===== src/rtl/rcr_pkg.sv =====
package rcr_pkg;
    localparam int unsigned RCR_DATA_W    = 32;
    localparam int unsigned RCR_CORE_N    = 4;
    localparam int unsigned RCR_CORE_BASE = 0;
    localparam int unsigned RCR_WAKE_N    = 4;
    localparam int unsigned RCR_WAKE_BASE = 16;

    // Mask of implemented flag bits for a given layout
    function automatic logic [RCR_DATA_W-1:0] rcr_mask(
        input int unsigned core_n, input int unsigned core_base,
        input int unsigned wake_n, input int unsigned wake_base);
        logic [RCR_DATA_W-1:0] m;
        m = '0;
        for (int unsigned i = 0; i < core_n; i++) m[core_base + i] = 1'b1;
        for (int unsigned i = 0; i < wake_n; i++) m[wake_base + i] = 1'b1;
        return m;
    endfunction

    typedef struct packed {
        logic [RCR_DATA_W-1:0] flags;
    } rcr_state_t;
endpackage


===== src/rtl/rcr_event_map.sv =====
module rcr_event_map
    import rcr_pkg::*;
#(
    parameter int unsigned CORE_N    = RCR_CORE_N,
    parameter int unsigned CORE_BASE = RCR_CORE_BASE,
    parameter int unsigned WAKE_N    = RCR_WAKE_N,
    parameter int unsigned WAKE_BASE = RCR_WAKE_BASE
) (
    input  logic [CORE_N-1:0]     core_ev,
    input  logic [WAKE_N-1:0]     wake_ev,
    output logic [RCR_DATA_W-1:0] set_vec
);
    logic [RCR_DATA_W-1:0] core_part;
    logic [RCR_DATA_W-1:0] wake_part;

    // Each cause drives exactly one flag position
    for (genvar b = 0; b < RCR_DATA_W; b++) begin : g_pos
        if (b >= CORE_BASE && b < CORE_BASE + CORE_N) begin : g_core
            assign core_part[b] = core_ev[b - CORE_BASE];
        end else begin : g_core_none
            assign core_part[b] = 1'b0;
        end
        if (b >= WAKE_BASE && b < WAKE_BASE + WAKE_N) begin : g_wake
            assign wake_part[b] = wake_ev[b - WAKE_BASE];
        end else begin : g_wake_none
            assign wake_part[b] = 1'b0;
        end
    end

    assign set_vec = core_part | wake_part;
endmodule


===== src/rtl/rcr_clear_decode.sv =====
module rcr_clear_decode
    import rcr_pkg::*;
#(
    parameter logic [RCR_DATA_W-1:0] IMPL_MASK = '1
) (
    input  logic                  wr_en,
    input  logic [RCR_DATA_W-1:0] wdata,
    output logic [RCR_DATA_W-1:0] clr_vec
);
    always_comb begin
        clr_vec = '0;
        if (wr_en) begin
            clr_vec = wdata & IMPL_MASK;
        end
    end
endmodule


===== src/rtl/rcr_flag_store.sv =====
module rcr_flag_store
    import rcr_pkg::*;
#(
    parameter logic [RCR_DATA_W-1:0] IMPL_MASK = '1
) (
    input  logic                  clk,
    input  logic                  por_rst_n,
    input  logic [RCR_DATA_W-1:0] set_vec,
    input  logic [RCR_DATA_W-1:0] clr_vec,
    output logic [RCR_DATA_W-1:0] flags
);
    rcr_state_t state_d;
    rcr_state_t state_q;

    // Clear first, then set: a same-cycle set overrides the clear
    always_comb begin
        state_d       = state_q;
        state_d.flags = ((state_q.flags & ~clr_vec) | set_vec) & IMPL_MASK;
    end

    always_ff @(posedge clk or negedge por_rst_n) begin
        if (!por_rst_n) begin
            state_q <= '0;
        end else begin
            state_q <= state_d;
        end
    end

    assign flags = state_q.flags;
endmodule


===== src/rtl/rst_cause_reg.sv =====
module rst_cause_reg
    import rcr_pkg::*;
(
    input  logic                  clk,
    input  logic                  por_rst_n,
    input  logic                  ev_pin,
    input  logic                  ev_wdog,
    input  logic                  ev_soft,
    input  logic                  ev_lockup,
    input  logic                  wk_gpio,
    input  logic                  wk_acmp,
    input  logic                  wk_dbg,
    input  logic                  wk_nfc,
    input  logic                  wr_en,
    input  logic [RCR_DATA_W-1:0] wdata,
    output logic [RCR_DATA_W-1:0] rdata
);
    localparam logic [RCR_DATA_W-1:0] IMPL_MASK =
        rcr_mask(RCR_CORE_N, RCR_CORE_BASE, RCR_WAKE_N, RCR_WAKE_BASE);

    logic [RCR_CORE_N-1:0] core_ev;
    logic [RCR_WAKE_N-1:0] wake_ev;
    logic [RCR_DATA_W-1:0] set_vec;
    logic [RCR_DATA_W-1:0] clr_vec;

    // Index order fixes the bit position of each cause
    assign core_ev = {ev_lockup, ev_soft, ev_wdog, ev_pin};
    assign wake_ev = {wk_nfc, wk_dbg, wk_acmp, wk_gpio};

    rcr_event_map #(
        .CORE_N    (RCR_CORE_N),
        .CORE_BASE (RCR_CORE_BASE),
        .WAKE_N    (RCR_WAKE_N),
        .WAKE_BASE (RCR_WAKE_BASE)
    ) u_map (
        .core_ev (core_ev),
        .wake_ev (wake_ev),
        .set_vec (set_vec)
    );

    rcr_clear_decode #(.IMPL_MASK(IMPL_MASK)) u_clr (
        .wr_en   (wr_en),
        .wdata   (wdata),
        .clr_vec (clr_vec)
    );

    rcr_flag_store #(.IMPL_MASK(IMPL_MASK)) u_store (
        .clk       (clk),
        .por_rst_n (por_rst_n),
        .set_vec   (set_vec),
        .clr_vec   (clr_vec),
        .flags     (rdata)
    );
endmodule


===== config.mk =====
export PLATFORM = sky130hd
export DESIGN_NAME = rst_cause_reg
export DESIGN_NICKNAME = d
export VERILOG_FILES = /design/src/rtl/rcr_pkg.sv /design/src/rtl/rcr_event_map.sv /design/src/rtl/rcr_clear_decode.sv /design/src/rtl/rcr_flag_store.sv /design/src/rtl/rst_cause_reg.sv
export SDC_FILE = /design/constraint.sdc
export NUM_CORES = 1
export LEC_CHECK = 0
export BUFFER_PORTS_ARGS = -buffer_cell sky130_fd_sc_hd__buf_4
export CAP_MARGIN = 10
export CORE_MARGIN = 2
export CORE_UTILIZATION = 39
export DETAILED_ROUTE_END_ITERATION = 10
export MAX_ROUTING_LAYER = met4
export PLACE_DENSITY_LB_ADDON = 0.08
export SYNTH_ARGS = -nofsm -noshare
export SYNTH_HDL_FRONTEND = slang
export SYNTH_HIERARCHICAL = 1
export SYNTH_SLANG_ARGS = --single-unit

===== constraint.sdc =====
create_clock -name clk -period 0.8 [get_ports clk]
set_input_delay 0.16 -clock clk [delete_from_list [all_inputs] [get_ports clk]]
set_output_delay 0.16 -clock clk [all_outputs]
set_load 0.02 [all_outputs]

==> impl_summary.txt, run 1 <==
----------------------------------------------------
[Hold path]
  Hold endpoint ... u_store/flags[18]
  HP Class ... in2reg
  Worst Min Path Start ... wk_dbg
  Instance count along the most critical hold path ... 2

[Setup path]
  Endpoint arrival time on the critical path ... 780 ps
  Endpoint kind of the worst setup timing path ... output pin
  Crit path cell chain ... buf_6
  Crit Path Category ... reg2out
  Startpoint type of the worst setup path ... flip-flop
  Reg2reg path depth ... 3
  Max stage delay cell, worst path ... dfrtp_1
  Launching point of the worst reg2reg path ... u_store/flags[19]
  Critical register-to-register path endpoint ... u_store/flags[19]
  Crit. Startpoint ... u_store/flags[19]
  Critical-path maximum fanout ... 2
  Worst R2R Setup Slack ... -100 ps
  CP delay by family, top ... flip-flops
  Longest individual stage delay on the worst path ... 390 ps
  Required time at the endpoint of the critical path ... 640 ps
  Worst path bufs/invs ... 1

[Floorplan]
  Horiz. Die Dim ... 42.71 microns
  I/O pin count ... 75
  Initial standard-cell utilization of the core ... 43.28%
  Row Count ... 13
  Die height ... 42.71 microns
  Die Area ... 1824 sq um
  Core Footprint ... 1350 sq um

[Pwr]
  Net switching share of the total power ... 30.77%
  Portion of total power attributed to the clock network ... 27.5%
  Pwr Density ... 1465 nW/um^2
  Sequential share of power ... 40.9%
  Worst vdd rail ir drop ... 0.0009398 V
  Internal cell power ... 762.5 uW
  Part of the total power dissipated in combinational logic ... 31.5%
  Net switching power ... 339.0 uW
  Leak pwr ... 0.0004126 uW

[Routing]
  Total via count in the routed design ... 405
  Routed len/inst ... 8.645 microns
  Drt via density ... 3.785
  Antenna Nets Post-Route ... 0
  Post-Route WL ... 925 microns
  Initial DRT Pass Iterations ... 2
  DRT iter0 DRCs ... 4
  Number of remaining DRC errors ... 0

[Placed design]
  Worst slack at placement ... 68.97 ps
  Routability congestion estimate from global placement ... 0.6396
  Placed cells ... 97
  IO Port Bufs ... 26
  Placed wire-length estimate ... 714.2 microns

[Clocking]
  Clock insertion delay at the later pin of the skew report ... 250 ps
  Clock Sinks ... 8
  CTS tree ... built
  Clock slew at reported path FFs ... 50 ps
  Longest Clk Path Bufs ... 2
  Clock H-tree levels ... 1
  Root buf cell ... clkbuf_4
  Number of buffers created by CTS ... 3

[Timing]
  Setup Skew ... 0 ps
  Worst setup margin ... -140.4 ps
  Time the worst path needs with I/O delays and setup ... 940.4 ps
  Final Slew Violations ... 0
  RSZ-0062 raised after global routing ... yes
  Highest attainable clock frequency ... 1063 MHz
  Period utilization ... 117.5%
  Setup TNS after final layout ... -1228 ps
  Final-report hold violation count ... 0
  Number of setup violations in the final report ... 10

[Yosys]
  Mapped Area ... 584.3 sq um
  Number of standard cells after synthesis ... 65
  Warnings, synthesis ... 6
  Syn Area/Cell ... 8.989 sq um

[Global routing]
  Total congestion overflow after global routing ... 0
  First-pass GRT wire length ... 1.518 mm
  Via count of the first global-routing pass ... 384
  Maximum number of pins on one net before global-route repair ... 9
  Global routing usage summed across all routing layers ... 11.95%
  Number of antenna violations at the first check in global routing ... 0

[Finish]
  Cell Count, Final, Fillers Out ... 107
  Area added between synthesis and finish ... 28.69%
  Max FFs per register ... 8
  N_diodes ... 0
  Fill cell instance count of the final layout ... 138
  Nets ... 137
  Fraction of final layout cells sized beyond drive strength 1 ... 38.04%

[Status]
  Run status ... finished with violations
  Violations in the final reports ... setup timing

[Job]
  Max Cap Violations ... 0

----------------------------------------------------
-- final cells by class --
cell class	count	area, sq um	share of cell area, %
tap	15	18.77	2.496
multi-input combinational	40	200.2	26.62
sequential	8	200.2	26.62
clock buffer	3	22.52	2.995
inverter	8	30.03	3.993
timing repair buffer	33	280.3	37.27
-- cell usage in the layout, fill, tap and decap left out --
master         count
buf_6              8
a21o_1             8
clkbuf_4           3
buf_4             24
dfrtp_1            8
inv_1              8
dlygate4sd3_1      1
and2_1             8
conb_1            24
-- timing repair --
| action | CTS | global route |
|---|---|---|
| hold endpoints to repair | 8 | 0 |
| setup endpoints to repair | 8 | 8 |
| setup buffers | 3 | 3 |
| resized for setup | 8 | 0 |
| hold buffers | 1 | 0 |
-- power groups by stage --
stage          combinational, uW  sequential (uW)  clock (uW)
4_1_cts                      335              450         326
5_1_grt                      375              453         363
2_1_floorplan                257              486           0
6_report                     347              451         303
3_5_place_dp                 299              453           0
3_3_place_gp                 298              452           0
-- layer usage --
layer	part of all wire [%]	global-route usage (%)	up-vias	wire length, microns
li1	-	-	193	-
met1	34	12.11	177	314
met2	52	18.79	33	479
met3	13	7.660	2	124
met4	0.86	3.750	0	8
met5	0	-	-	0
-- worst max path at each step --
stage                        endpoint  slack (ps)  cells after the start
finish                      rdata[19]        -140                      1
global route                rdata[17]        -180                      1
CTS                         rdata[17]        -150                      1
detailed placement  u_store/flags[16]          70                      4
global placement     u_store/flags[2]          80                      4
floorplan            u_store/flags[0]          80                      1
-- per-stage QoR --
stage / hold WS, ps / util (%) / power [uW] / instance area (sq um)
6_report: 82.60 / 55.70 / 1102 / 752.0
3_3_place_gp: -11.10 / 47.73 / 750.1 / 644.4
3_5_place_dp: -12.28 / 47.73 / 752.1 / 644.4
2_1_floorplan: -135.6 / - / 742.9 / 670.6
5_1_grt: 59.36 / 55.70 / 1192 / 752.0
4_1_cts: 73.26 / 54.03 / 1111 / 729.5
(Power assumes the default switching activity.)
==> inputs of run 2 (changes only) <==
Settings changed: CORE_UTILIZATION 39 to 30.
Clock period 0.8 ns to 1.2 ns, I/O delays scaled along.
==> run 2 against run 1 <==
  * The flow now finishes without violations
  * Final cell count rose by 3.7%
  * Hold slack improved by 74 ps
  * Non-clock buffer count fell by 6
  * Clock-buffer cell count did not move
  * Combinational power fell by 42%
  * Power fell by 36%
  * Critical path depth did not move
  * Largest cell class unchanged
  * Highest routed layer is now met3
==> impl_summary.txt, run 2 (synthesized netlist as in run 1, its figures left out) <==
----------------------------------------------------
[Placed design]
  Placed wire-length estimate ... 701.9 microns
  Placed cells ... 107
  Placed standard-cell area ... 656.9 sq um
  IO Port Bufs ... 26
  Routability congestion estimate from global placement ... 0.6313

[Clocking]
  Root buf cell ... clkbuf_4
  Clock insertion delay at the later pin of the skew report ... 250 ps
  Number of buffers created by CTS ... 3
  Count of buffers added by post-CTS timing repair for setup ... 0
  Count of cells resized by post-cts repair ... 0
  Clock slew at reported path FFs ... 50 ps
  Clock Sinks ... 8
  CTS tree ... built
  Longest Clk Path Bufs ... 2
  Clock H-tree levels ... 1

[Hold path]
  HP Class ... in2reg
  Worst Min Path Start ... ev_wdog
  Hold endpoint ... u_store/flags[1]
  Instance count along the most critical hold path ... 2

[Routing]
  DRT iter0 DRCs ... 0
  Antenna Nets Post-Route ... 0
  Routed len/inst ... 7.432 microns
  Post-Route WL ... 825 microns
  Initial DRT Pass Iterations ... 1
  Total via count in the routed design ... 359
  Drt via density ... 3.234
  Number of remaining DRC errors ... 0

[Setup path]
  Logic depth of the worst setup path including buffers ... 1
  Longest individual stage delay on the worst path ... 380 ps
  Max stage delay cell, worst path ... dfrtp_1
  Launching point of the worst reg2reg path ... u_store/flags[0]
  Critical register-to-register path endpoint ... u_store/flags[0]
  Startpoint type of the worst setup path ... flip-flop
  Critical-path maximum fanout ... 2
  Crit path cell chain ... buf_4
  Endpoint kind of the worst setup timing path ... output pin
  Endpoint arrival time on the critical path ... 800 ps
  Required time at the endpoint of the critical path ... 960 ps
  Crit Path Category ... reg2out
  CP delay by family, top ... flip-flops
  Reg2reg path depth ... 1
  Worst path bufs/invs ... 1
  Worst R2R Setup Slack ... 550 ps

[Finish]
  Area occupied by registers ... 200.2 sq um
  Nets ... 131
  Max FFs per register ... 8
  Most frequent standard cell in the layout excluding fill and tap cells ... buf_4
  Fill cell instance count of the final layout ... 186
  Area added between synthesis and finish ... 17.99%
  Commonest cells after routing, fill and taps aside ... buf_4 (26), conb_1 (24)
  N_diodes ... 0
  Fraction of final layout cells sized beyond drive strength 1 ... 33.72%
  Cell area after layout ... 689.4 sq um
  Area used by multi-input combinational logic ... 200.2 sq um
  Cell Count, Final, Fillers Out ... 111

[Floorplan]
  Die height ... 48.13 microns
  Horiz. Die Dim ... 48.13 microns
  Die Area ... 2317 sq um
  Initial standard-cell utilization of the core ... 32.77%
  I/O pin count ... 75
  Core Footprint ... 1783 sq um
  Row Count ... 15

[Pwr]
  Leak pwr ... 0.0003735 uW
  Sequential share of power ... 42.0%
  Worst vdd rail ir drop ... 0.0005186 V
  Part of the total power dissipated in combinational logic ... 28.3%
  Net switching share of the total power ... 31.76%
  Pwr Density ... 1025 nW/um^2
  Portion of total power attributed to the clock network ... 29.7%
  Net switching power ... 224.6 uW
  Internal cell power ... 482.4 uW

[Global routing]
  Number of antenna violations at the first check in global routing ... 0
  First-pass GRT wire length ... 1.069 mm
  Total congestion overflow after global routing ... 0
  Maximum number of pins on one net before global-route repair ... 9
  Global routing usage summed across all routing layers ... 7.698%
  Via count of the first global-routing pass ... 254

[Timing]
  Post-route worst hold slack ... 157.1 ps
  RSZ-0062 raised after global routing ... no
  Time the worst path needs with I/O delays and setup ... 1037 ps
  Period utilization ... 86.43%
  Final-report hold violation count ... 0
  Setup Skew ... 0 ps
  Number of setup violations in the final report ... 0
  Setup TNS after final layout ... 0 ps
  Final Slew Violations ... 0
  Highest attainable clock frequency ... 964.1 MHz

[Status]
  Run status ... complete, no violations

[Job]
  Max Cap Violations ... 0

----------------------------------------------------
run 2: cell types whose count changed in the layout (fill, tap and decap cells not counted), sizes merged:
cell,before,now
buf,32,26
run 2: worst max-delay path by stage:
stage	startpoint	to	slack [ps]
2_1_floorplan	u_store/flags[0]	u_store/flags[0]	480
6_report	u_store/flags[0]	rdata[0]	160
4_1_cts	u_store/flags[0]	rdata[0]	140
3_5_place_dp	wr_en	u_store/flags[0]	380
3_3_place_gp	wr_en	u_store/flags[18]	390
5_1_grt	u_store/flags[1]	rdata[1]	120
run 2: stage by stage:
step / util (%) / total power [uW] / setup slack [ps]
after global routing: 38.67 / 761.2 / 121.2
after floorplan: - / 495.3 / 479.7
final: 38.67 / 707.0 / 162.8
after CTS: 38.67 / 725.6 / 143.5
after detailed placement: 36.84 / 501.0 / 384.4
after global placement: 36.84 / 500.9 / 394.2
run 2: layout make-up:
| class | instances | share of cell area (%) |
|---|---|---|
| Inverter | 8 | 4.356 |
| Sequential cell | 8 | 29.04 |
| Tap cell | 25 | 4.537 |
| Multi-Input combinational cell | 40 | 29.04 |
| Clock buffer | 3 | 3.267 |
| Timing Repair Buffer | 27 | 29.76 |
run 2: power groups by stage:
stage | clock [uW] | sequential (uW) | combinational (uW)
finish | 210 | 297 | 200
global route | 243 | 298 | 220
CTS | 227 | 297 | 202
detailed placement | 0 | 302 | 199
global placement | 0 | 302 | 199
floorplan | 0 | 324 | 171
run 2: metal layers:
layer | vias to the layer above | routed length, microns | track usage, %
met4 | 0 | 0 | 3.243
met3 | 0 | 126 | 5.556
met2 | 32 | 405 | 11.73
met5 | - | 0 | -
met1 | 147 | 293 | 7.449
li1 | 180 | - | -
run 2: what timing repair did:
action / CTS / global route
hold buffers: 1 / 0
endpoints found under the hold margin: 8 / 0
setup endpoints to repair: 0 / 0
